**src/rtl/bk_csel_pkg.sv**
```systemverilog
package bk_csel_pkg;

  // Generate/propagate pair of one bit or one span of bits
  typedef struct packed {
    logic g;
    logic p;
  } pg_t;

  // Prefix operator: hi span sits above lo span
  function automatic pg_t pg_merge(pg_t hi, pg_t lo);
    pg_t r;
    r.g = hi.g | (hi.p & lo.g);
    r.p = hi.p & lo.p;
    return r;
  endfunction

  // Width a group would have if the operand were unbounded
  function automatic int grp_nominal(bit sq, int lin, int first, int g);
    if (!sq) return lin;
    if (g == 0) return first;
    return first + g - 1;
  endfunction

  // Lowest bit index of group g, clamped to the operand width
  function automatic int grp_lo(int w, bit sq, int lin, int first, int g);
    int acc;
    acc = 0;
    for (int k = 0; k < g; k++) begin
      acc = acc + grp_nominal(sq, lin, first, k);
      if (acc > w) acc = w;
    end
    return acc;
  endfunction

  // Actual width of group g (the last group is trimmed)
  function automatic int grp_size(int w, bit sq, int lin, int first, int g);
    int lo;
    int nom;
    lo  = grp_lo(w, sq, lin, first, g);
    nom = grp_nominal(sq, lin, first, g);
    return ((w - lo) < nom) ? (w - lo) : nom;
  endfunction

  // Number of groups needed to cover w bits
  function automatic int grp_count(int w, bit sq, int lin, int first);
    int n;
    n = 0;
    while (grp_lo(w, sq, lin, first, n) < w) n++;
    return n;
  endfunction

endpackage

```
**src/rtl/bk_prefix_adder.sv**
```systemverilog
module bk_prefix_adder
  import bk_csel_pkg::*;
#(
  parameter int N = 4
) (
  input  logic [N-1:0] a,
  input  logic [N-1:0] b,
  input  logic         cin,
  output logic [N-1:0] sum,
  output logic         cout
);

  localparam int LEVELS = (N > 1) ? $clog2(N) : 0;

  pg_t        bit_pg [N];
  pg_t        span_pg [N];   // span_pg[i] covers bits i down to 0
  logic [N:0] carry;

  always_comb begin
    for (int i = 0; i < N; i++) begin
      bit_pg[i].g = a[i] & b[i];
      bit_pg[i].p = a[i] ^ b[i];
    end
  end

  // Sparse tree: up-sweep builds power-of-two spans, down-sweep fills gaps.
  // The node read at each level is never written at that level.
  always_comb begin
    for (int i = 0; i < N; i++) span_pg[i] = bit_pg[i];
    for (int l = 0; l < LEVELS; l++) begin
      for (int i = 0; i < N; i++) begin
        if (((i + 1) % (1 << (l + 1))) == 0)
          span_pg[i] = pg_merge(span_pg[i], span_pg[i - (1 << l)]);
      end
    end
    for (int l = LEVELS - 2; l >= 0; l--) begin
      for (int i = 0; i < N; i++) begin
        if ((((i + 1) % (1 << (l + 1))) == (1 << l)) && (i >= (1 << (l + 1))))
          span_pg[i] = pg_merge(span_pg[i], span_pg[i - (1 << l)]);
      end
    end
  end

  always_comb begin
    carry[0] = cin;
    for (int i = 0; i < N; i++) begin
      carry[i+1] = span_pg[i].g | (span_pg[i].p & cin);
      sum[i]     = bit_pg[i].p ^ carry[i];
    end
  end

  assign cout = carry[N];

endmodule

```
**src/rtl/bk_excess_one.sv**
```systemverilog
module bk_excess_one #(
  parameter int N = 5
) (
  input  logic [N-1:0] x,
  output logic [N-1:0] y
);

  // Bit i flips when every bit below it is one
  logic [N-1:0] all_below;

  always_comb begin
    all_below[0] = 1'b1;
    for (int i = 1; i < N; i++) all_below[i] = all_below[i-1] & x[i-1];
  end

  assign y = x ^ all_below;

endmodule

```
**src/rtl/bk_csel_group.sv**
```systemverilog
module bk_csel_group #(
  parameter int N = 4
) (
  input  logic [N-1:0] a,
  input  logic [N-1:0] b,
  input  logic         carry_in,
  output logic [N-1:0] sum,
  output logic         cout,
  output logic [N-1:0] zero_sum,
  output logic         zero_cout,
  output logic [N-1:0] inc_sum,
  output logic         inc_cout
);

  logic [N:0] inc_v;

  bk_prefix_adder #(.N(N)) zero_add (
    .a    (a),
    .b    (b),
    .cin  (1'b0),
    .sum  (zero_sum),
    .cout (zero_cout)
  );

  bk_excess_one #(.N(N + 1)) plus_one (
    .x ({zero_cout, zero_sum}),
    .y (inc_v)
  );

  assign {inc_cout, inc_sum} = inc_v;
  assign {cout, sum} = carry_in ? inc_v : {zero_cout, zero_sum};

endmodule

```
**src/rtl/bk_csel_adder.sv**
```systemverilog
module bk_csel_adder
  import bk_csel_pkg::*;
#(
  parameter int WIDTH      = 16,
  parameter bit SQRT_SPLIT = 1'b0,
  parameter int LIN_BITS   = 4,
  parameter int SQ_FIRST   = 2
) (
  input  logic [WIDTH-1:0] a,
  input  logic [WIDTH-1:0] b,
  input  logic             cin,
  output logic [WIDTH-1:0] sum,
  output logic             cout
);

  localparam int NGRP = grp_count(WIDTH, SQRT_SPLIT, LIN_BITS, SQ_FIRST);

  // Named internal events for the checker
  logic [NGRP:0]    grp_carry;     // carry entering each group; top = cout
  logic [WIDTH-1:0] zero_sum_w;    // per-group zero-carry sums
  logic [NGRP-1:0]  zero_cout_w;
  logic [WIDTH-1:0] inc_sum_w;     // per-group incremented sums
  logic [NGRP-1:0]  inc_cout_w;

  assign grp_carry[0] = cin;

  for (genvar g = 0; g < NGRP; g++) begin : grp
    localparam int LO = grp_lo(WIDTH, SQRT_SPLIT, LIN_BITS, SQ_FIRST, g);
    localparam int SZ = grp_size(WIDTH, SQRT_SPLIT, LIN_BITS, SQ_FIRST, g);

    if (g == 0) begin : base
      // Lowest group takes cin directly: no select path to wait for
      bk_prefix_adder #(.N(SZ)) base_add (
        .a    (a[LO +: SZ]),
        .b    (b[LO +: SZ]),
        .cin  (cin),
        .sum  (sum[LO +: SZ]),
        .cout (grp_carry[g+1])
      );
      assign zero_sum_w[LO +: SZ] = sum[LO +: SZ];
      assign inc_sum_w[LO +: SZ]  = sum[LO +: SZ];
      assign zero_cout_w[g]       = grp_carry[g+1];
      assign inc_cout_w[g]        = grp_carry[g+1];
    end else begin : upper
      bk_csel_group #(.N(SZ)) sel_grp (
        .a         (a[LO +: SZ]),
        .b         (b[LO +: SZ]),
        .carry_in  (grp_carry[g]),
        .sum       (sum[LO +: SZ]),
        .cout      (grp_carry[g+1]),
        .zero_sum  (zero_sum_w[LO +: SZ]),
        .zero_cout (zero_cout_w[g]),
        .inc_sum   (inc_sum_w[LO +: SZ]),
        .inc_cout  (inc_cout_w[g])
      );
    end
  end

  assign cout = grp_carry[NGRP];

endmodule

```
**config.mk**
```make
export PLATFORM = sky130hd
export DESIGN_NAME = bk_csel_adder
export DESIGN_NICKNAME = d
export VERILOG_FILES = /design/src/rtl/bk_csel_pkg.sv /design/src/rtl/bk_prefix_adder.sv /design/src/rtl/bk_excess_one.sv /design/src/rtl/bk_csel_group.sv /design/src/rtl/bk_csel_adder.sv
export SDC_FILE = /design/constraint.sdc
export NUM_CORES = 1
export LEC_CHECK = 0
export BUFFER_PORTS_ARGS = -buffer_cell sky130_fd_sc_hd__buf_4
export CAP_MARGIN = 20
export CORE_ASPECT_RATIO = 0.7
export CORE_MARGIN = 5
export CORE_UTILIZATION = 35
export DETAILED_ROUTE_END_ITERATION = 6
export PLACE_DENSITY = 0.65
export SLEW_MARGIN = 20
export SYNTH_ARGS = -nofsm -noshare
export SYNTH_HDL_FRONTEND = slang
export SYNTH_HIERARCHICAL = 1
export SYNTH_SLANG_ARGS = --single-unit
```
**constraint.sdc**
```tcl
create_clock -name vclk -period 5.7
set_input_delay 0.855 -clock vclk [all_inputs]
set_output_delay 0.855 -clock vclk [all_outputs]
set_load 0.01 [all_outputs]
```
After elaboration in Yosys (flattened, before gate mapping)
Index checks and enable logic that the tools add are counted.

Register bits after elaboration: 0. Input port bits: 33. Output and inout port bits: 17. Word-level logic and storage cells: 107.

Multiplexer cells: 3. Bitwise gates (word level): 104.

Operators with widths (number): $and 1x1->1 (52); $xor 1x1->1 (29); $or 1x1->1 (20); $mux 5 (3); $xor 5x5->5 (3).

Logic depth before layout (Yosys ltp)
Gate-level depths: netlist of the first run.

Depth after elaboration: 11. Mapped depth: 10. Depth with buffers taken out: 10.

Hierarchy
The synthesis of the first run kept the hierarchy.

By module, submodules not included: bk_prefix_adder (times used 4, cells each 17, area each 147.6 µm², sequential area each 0.0 µm²); bk_csel_group (times used 3, cells each 6, area each 60.1 µm², sequential area each 0.0 µm²); bk_excess_one (times used 3, cells each 5, area each 50.0 µm², sequential area each 0.0 µm²).

Worst setup path after synthesis of the first run
No wires, ideal clock.

Path kind: input -> output. Start: in a[4]. End: out cout. Data arrival time: 3.108 ns. Required time: 4.845 ns. Slack: 1.737 ns. Stages on the path: 10. Buffers on the path: 0. Cell sequence: inv_1 -> fa_1 -> inv_1 -> ha_1 -> ha_1 -> ha_1 -> xor2_1 -> mux2_2 -> mux2_2 -> mux2_2.

Elaborated cells between the ends (all ways): 18. Those cells by class: mux (3); bitwise (15).

RTL lines: from (decl) (line bk_csel_adder.sv:9) `input logic [WIDTH-1:0] a,`; $xor 1x1->1 (line bk_prefix_adder.sv:22) `bit_pg[i].p = a[i] ^ b[i];`; net zero_sum_w[4] (line bk_csel_adder.sv:20) `logic [WIDTH-1:0] zero_sum_w;`; $and 1x1->1 (3 in series) (line bk_excess_one.sv:13) `for (int i = 1; i < N; i++) all_below[i] = all_below[i-1] & x[i-1];`; $xor 5x5->5 (line bk_excess_one.sv:16) `assign y = x ^ all_below;`; net inc_cout_w[1] (line bk_csel_adder.sv:23) `logic [NGRP-1:0] inc_cout_w;`; $mux 5 (line bk_csel_group.sv:31) `assign {cout, sum} = carry_in ? inc_v : {zero_cout, zero_sum};`; net grp_carry[2] (line bk_csel_adder.sv:19) `logic [NGRP:0] grp_carry;`; $mux 5 (line bk_csel_group.sv:31); net grp_carry[3] (line bk_csel_adder.sv:19); $mux 5 (line bk_csel_group.sv:31); to (decl) (line bk_csel_adder.sv:13) `output logic cout`.

The timed path passes the listed nets, and every way through them passes these cells.

Worst setup path in the final report of the first run
Start: in a[4]. End: out sum[14].

Elaborated cells between the ends (all ways): 18. Those cells by class: mux (3); bitwise (15).

RTL lines: $xor 1x1->1 (line bk_prefix_adder.sv:22); net zero_sum_w[4] (line bk_csel_adder.sv:20); $and 1x1->1 (3 in series) (line bk_excess_one.sv:13); $xor 5x5->5 (line bk_excess_one.sv:16); net inc_cout_w[1] (line bk_csel_adder.sv:23); $mux 5 (line bk_csel_group.sv:31); net grp_carry[2] (line bk_csel_adder.sv:19); $mux 5 (line bk_csel_group.sv:31); net grp_carry[3] (line bk_csel_adder.sv:19); $mux 5 (line bk_csel_group.sv:31); to (decl) (line bk_csel_adder.sv:12) `output logic [WIDTH-1:0] sum,`.

The timed path passes the listed nets, and every way through them passes these cells.

==> results of run 1 <==
==> metal layers <==
layer | vias up | wire, µm | GRT usage [%]
met1 | 382 | 982 | 14.8
met2 | 28 | 991 | 18.8
met5 | - | 0 | 0
li1 | 449 | - | -
met3 | 0 | 137 | 0.949
met4 | 0 | 0 | 0
==> layout by cell type, fill, tap and decap left out, drive strengths merged <==
cell / instances
a21o: 12
a21oi: 4
a31o: 4
buf: 50
conb: 6
fa: 4
ha: 25
inv: 19
mux2: 15
xnor2: 8
xor2: 7
==> final cells by class <==
type | instances | share of cell area [%]
timing repair buffer | 50 | 27.8
multi-input combinational | 85 | 63.8
tap | 34 | 3.15
inverter | 19 | 5.28
==> cell families (layout without fill, tap and decap cells) <==
family	after synthesis	after routing	share of synthesized area, %
xor+xnor	15	15	14.3
buf+inv	19	69	7.74
mux	15	15	18.3
fa+ha+maj	29	29	42.7
compound gates	20	20	15.8
other cells	3	6	1.22
==> power groups by stage <==
| stage | Sequential [W] | Clock (W) | Combinational (W) |
|---|---|---|---|
| finish | 0 | 0 | 0.000224 |
| global route | 0 | 0 | 0.000249 |
| CTS | 0 | 0 | 0.000228 |
| detailed placement | 0 | 0 | 0.000227 |
| global placement | 0 | 0 | 0.000220 |
| floorplan | 0 | 0 | 0.000132 |
==> per-stage QoR <==
stage / hold WS, ps / utilization, % / setup slack [ps] / area (µm²) / cells
detailed placement: 2130 / 54.1 / 1400 / 1350 / 188
global route: 2150 / 54.1 / 1320 / 1350 / 188
floorplan: 1930 / - / 1740 / 932 / 104
global placement: 2120 / 54.1 / 1440 / 1350 / 188
CTS: 2130 / 54.1 / 1390 / 1350 / 188
finish: 2130 / 54.1 / 1410 / 1350 / 188
==> worst paths after layout <==
| check | depth (start not counted) | slack, ps | from | to |
|---|---|---|---|---|
| hold / removal | 4 | 2130 | b[3] | sum[3] |
| setup / recovery | 12 | 1410 | a[4] | sum[14] |
==> flow_summary.toml, run 1 <==
[critical_path]
crit_fanout = 5
crit_family = "adder cells"
arrival_ps = 3440
cpPeakStageDelay_ps = 540
cp.required_ps = 4850
startpoint_type = "primary input"
crit_type = "primary input to primary output"
critPathBufInv = 4
worstPathCellList = "buf_4 -> inv_1 -> fa_1 -> inv_1 -> ha_1 -> ha_1 -> ha_1 -> xor2_1 -> mux2_2 -> mux2_2 -> mux2_2 -> buf_4"
end_kind = "primary output"
cp_slowest_cell = "fa_1"

[floorplan]
dieArea_um2 = 3770
rows = 15
start_util_pct = 36.9
fp.coreArea_um2 = 2500
die_y_um = 52.9
ios = 50
die_w_um = 71.3

[drt]
drt_pass1_iterations = 3
vias = 859
ant_nets = 0
drtIter0Drc = 2
routed_via_density = 4.57
wl_per_cell_um = 11.2
drc = 0
wl_mm = 2.11

[clock_network]
postCtsSetupBuffers = 0
postCtsHoldBufs = 0
ctsResizeCount = 0

[final_layout]
seq_cells = 0
layout-drive-gt1-share_pct = 42.2
nNetsFinal = 218
area_delta_synth_final_pct = 46.6
diodes = 0
clock_buffers = 0
multi_input_area_um2 = 861
regArea_um2 = 0
fill_cells = 241

[timing]
grt_setup_unrepaired = "false"
setup_tns_ps = 0
setup_viol = 0
max_freq_mhz = 233
timing.final.crit_share_pct = 75.3
slew_violations = 0
min_period_ps = 4290
hold_viol_final = 0

[pwr]
clkPwrFrac_pct = 0
intPower_w = 0.000126
power.switching_w = 0.0000979
power.density_nw_per_um2 = 166
pwr-share-seq_pct = 0
power_leakage_nw = 0.799
swShare_pct = 43.7
irDropWorstVdd_mv = 0.0910
combPwrFrac_pct = 100.0
power.total_w = 0.000224

[yosys]
ys_types = 10
ys_top_cells_by_area = "ha_1 (34%), mux2_2 (18%), a21o_1 (9.8%)"
avgSynthCellArea_um2 = 9.12
synthCells = 101
yosysWarnings = 6
synth.most_common_cell = "ha_1"
yosysTopAreaCellShare_pct = 34.0
netlist_area_um2 = 921
yosysTopAreaCell = "ha_1"
yosysSeqAreaShare_pct = 0
netlist_top_cells_count = "ha_1 (25), inv_1 (19), mux2_2 (15)"

[placement]
gp_congestion = 0.772
port-buffer-count = 50
hpwl_mm = 2.00

[global_route]
grt_pass1_vias = 819
grtUsageTotal_pct = 10.6
grt-ovfl-total = 0
antenna_found_initial = 0
grt_max_degree = 6
grt_pass1_wl_mm = 3.35

[run_status]
status = "finished, final reports clean"

[worst_hold_path]
hp-class = "primary input to primary output"

[flow_run]
max-cap-violations = 0
(Power assumes the default switching activity.)
==> run 2, diff against run 1 <==
clock period = 4.2 ns   (was 5.7 ns; I/O delays follow)
==> run 2 against run 1 <==
Effect of this change: core utilization did not move; hold slack lost 450 ps; non-clock buffer count stayed put; wire length shrank 1.1%; via count fell by 1.5%; global-route usage up 0.16 points; highest routed layer unchanged; final area unchanged; count of clock-buffer cells in the layout unchanged; largest power group unchanged; cell count unchanged.
==> flow_summary.toml, run 2 (same netlist as run 1, synthesis figures left out) <==
[drt]
routed_via_density = 4.50
wl_mm = 2.09
drc = 0
ant_nets = 0
wl_per_cell_um = 11.1
drtIter0Drc = 8
drt_pass1_iterations = 4
vias = 846

[pwr]
power.density_nw_per_um2 = 225
irDropWorstVdd_mv = 0.146
power_leakage_nw = 0.799

[global_route]
grt_max_degree = 6
grt-busiest-layer = "met2"
met2_usage_pct = 20.3
grt_pass1_vias = 819
use_met3_pct = 1.71
grt-ovfl-total = 0
grtUsageTotal_pct = 10.7
antenna_found_initial = 0
grt.met1_usage_pct = 13.7
grt_pass1_wl_mm = 3.41

[floorplan]
die_w_um = 71.3
die_y_um = 52.9
ios = 50
start_util_pct = 36.9
fp.coreArea_um2 = 2500
dieArea_um2 = 3770
rows = 15

[final_layout]
area_delta_synth_final_pct = 46.6
layout-drive-gt1-share_pct = 42.2
diodes = 0
regArea_um2 = 0
clock_buffers = 0
final_cell_mix = "buf_4 (50), ha_1 (25), inv_1 (19), mux2_2 (15), a21o_1 (12)"
fin_cells = 188
nNetsFinal = 218
seq_cells = 0
final_cell_area_um2 = 1350
fill_cells = 226
final_common_cell = "buf_4"
multi_input_area_um2 = 861
utilization_pct = 54.1

[critical_path]
crit_fanout = 5
cp.required_ps = 3570
end_kind = "primary output"
startpoint_type = "primary input"
arrival_ps = 3220
crit_type = "primary input to primary output"

[timing]
max_freq_mhz = 260
grt_setup_unrepaired = "false"
slew_violations = 0
min_period_ps = 3850
setup_tns_ps = 0
setup_viol = 0
timing.final.crit_share_pct = 91.6
holdWs_ps = 1680
hold_viol_final = 0

[placement]
port-buffer-count = 50
placed_area_um2 = 1350
place_inst = 188
hpwl_mm = 2.00
gp_congestion = 0.772

[worst_hold_path]
hp-class = "primary input to primary output"

[clock_network]
postCtsSetupBuffers = 0
ctsResizeCount = 0
postCtsHoldBufs = 0

[flow_run]
max-cap-violations = 0

[run_status]
status = "finished, final reports clean"
[run 2: per-stage QoR]
step	power [W]	worst slack [ps]
floorplan	0.000180	687
global placement	0.000299	394
detailed placement	0.000307	349
CTS	0.000309	341
global route	0.000337	273
finish	0.000304	354
[run 2: power by group]
part           leakage, nW  switching [W]  internal, W
clock network            0              0            0
registers                0              0            0
logic                0.799       0.000132     0.000172
[run 2: final cells by class]
| class | count | share of cell area [%] |
|---|---|---|
| timing repair buffer | 50 | 27.8 |
| multi-input combinational | 85 | 63.8 |
| inverter | 19 | 5.28 |
| tap | 34 | 3.15 |
[run 2: worst max-delay path, cell delays in order]
cell and delay (ps):
buf_4 80, inv_1 50, fa_1 540, inv_1 60, ha_1 200, ha_1 180
ha_1 190, xor2_1 150, mux2_2 320, mux2_2 310, mux2_2 360, buf_4 150
[run 2: worst paths after layout]
| check | startpoint | end | slack, ps | cells past startpoint |
|---|---|---|---|---|
| max | a[4] | sum[14] | 350 | 12 |
| min | b[3] | sum[3] | 1680 | 4 |
[run 2: routing by layer]
layer	vias up	wire (µm)
met1	370	888
li1	446	-
met2	30	1010
met4	0	0
met5	-	0
met3	0	189
==> run 3, diff against run 2 <==
ABC_AREA = 1   (was default)
PLACE_DENSITY = default   (was 0.65)
==> run 3 against run 2 <==
Effect of this change: cell count increased by 60%; power increased by 1.9%; critical path depth increased by 7; core utilization decreased by 3.6 points; first-iteration DRC count increased to 2.9 times the previous value; non-clock buffer count unchanged; maximum frequency increased by 7.8%; global-route usage decreased by 0.44 points; count of clock-buffer cells in the layout unchanged; sequential cell count unchanged; combinational power increased by 2%; die area increased by 20%; critical endpoint is now sum[12].
==> flow_summary.toml, run 3 <==
[placement]
gp_congestion = 0.788
hpwl_mm = 2.17
port-buffer-count = 50

[final_layout]
clock_buffers = 0
nNetsFinal = 326
diodes = 0
regArea_um2 = 0
layout-drive-gt1-share_pct = 21.8
final_common_cell = "nand2_1"
seq_cells = 0
multi_input_area_um2 = 985
final_cell_mix = "nand2_1 (98), buf_4 (50), inv_1 (45), ha_1 (25), conb_1 (9)"
fill_cells = 331
area_delta_synth_final_pct = 39.0

[critical_path]
crit_type = "primary input to primary output"
worstPathCellList = "buf_4 -> inv_1 -> fa_1 -> xnor2_1 -> ha_1 -> ha_1 -> ha_1 -> inv_1 -> nand2_1 -> nand2_1 -> nand2_1 -> nand2_1 -> inv_2 -> nand2_1 -> nand2_1 -> inv_2 -> nand2_1 -> nand2_1 -> buf_4"
startpoint_type = "primary input"
path_common_cell = "nand2_1"
cpPeakStageDelay_ps = 420
cp.required_ps = 3570
critPathLaunch = "a[4]"
cp_slowest_cell = "fa_1"
arrival_ps = 2940
crit_fanout = 6
end_kind = "primary output"

[yosys]
ys_types = 11
ys_top_cells_by_area = "nand2_1 (32%), ha_1 (27%), inv_1 (15%)"
netlist_top_cells_count = "nand2_1 (98), inv_1 (45), ha_1 (25)"
synth.most_common_cell = "nand2_1"
yosysTopAreaCell = "nand2_1"
synthCells = 206
yosysTopAreaCellShare_pct = 32.2
avgSynthCellArea_um2 = 5.55
netlist_area_um2 = 1140
yosysWarnings = 6
yosysSeqAreaShare_pct = 0

[global_route]
grtUsageTotal_pct = 10.3
grt_max_degree = 7
antenna_found_initial = 0
grt_pass1_wl_mm = 4.19
grt-ovfl-total = 0
grt_pass1_vias = 1050

[timing]
min_period_ps = 3570
timing.final.crit_share_pct = 85.0
grt_setup_unrepaired = "false"
slew_violations = 0
holdWs_ps = 1720
max_freq_mhz = 280
setup_viol = 0
hold_viol_final = 0
setup_tns_ps = 0

[pwr]
irDropWorstVdd_mv = 0.101
power_leakage_nw = 1.05
power.density_nw_per_um2 = 195

[run_status]
status = "finished, final reports clean"

[floorplan]
die_w_um = 78.3
dieArea_um2 = 4520
ios = 50
die_y_um = 57.8
fp.coreArea_um2 = 3150
rows = 17
start_util_pct = 36.3

[worst_hold_path]
hp-class = "primary input to primary output"
whs_path_depth = 6
holdCritStartpoint = "cin"

[flow_run]
max-cap-violations = 0

[drt]
drtIter0Drc = 23
drc = 0
wl_mm = 2.32
ant_nets = 0
vias = 1230
wl_per_cell_um = 7.72
drt_pass1_iterations = 4
routed_via_density = 4.10

[clock_network]
postCtsSetupBuffers = 0
postCtsHoldBufs = 0
ctsResizeCount = 0
[run 3: cell types whose count changed after synthesis, sizes merged, moves of 7 or more]
cell / before / now
nand2: 0 / 98
mux2: 15 / 0
xor2: 7 / 0
nand3: 0 / 12
inv: 19 / 48
a21o: 12 / 0
[run 3: where the power goes]
| group | switching [W] | internal, W |
|---|---|---|
| sequential | 0 | 0 |
| combinational | 0.000162 | 0.000148 |
| clock | 0 | 0 |
[run 3: cell type report]
class	count	share of cell area [%]
inverters	48	11.3
repair buffers	50	23.6
well taps	38	2.99
multi-input cells	164	62.0
[run 3: layer usage]
layer	GRT usage [%]	up-vias	part of all wire, %
met5	0	-	0
met2	17.0	29	42
met4	0	0	0
met3	1.40	0	7.1
li1	-	718	-
met1	15.2	483	51
[run 3: worst paths after layout]
| kind | endpoint | slack, ps |
|---|---|---|
| min | sum[3] | 1720 |
| max | sum[12] | 630 |
[run 3: cell families (layout without fill, tap and decap cells)]
group / Yosys count / after routing / share of synthesized area, %
other cells: 3 / 9 / 0.986
fa+ha+maj: 29 / 29 / 34.4
simple gates: 118 / 118 / 42.7
buf+inv: 48 / 98 / 15.8
xor+xnor: 8 / 8 / 6.13
[run 3: metrics by stage]
| stage | setup WS, ps | total power (W) | util [%] | area, µm² | cells |
|---|---|---|---|---|---|
| after floorplan | 992 | 0.000190 | - | 1160 | 212 |
| after global placement | 699 | 0.000318 | 50.4 | 1590 | 300 |
| after detailed placement | 603 | 0.000315 | 50.4 | 1590 | 300 |
| after CTS | 598 | 0.000316 | 50.4 | 1590 | 300 |
| after global routing | 376 | 0.000358 | 50.4 | 1590 | 300 |
| final | 631 | 0.000310 | 50.4 | 1590 | 300 |
[run 3: critical path: cells and delay by family]
kind	cells	cell delay [ps]
buffers and inverters	6	530
xor gates and xnor gates	1	160
adders and majority gates	4	980
and+or+nand+nor	8	640
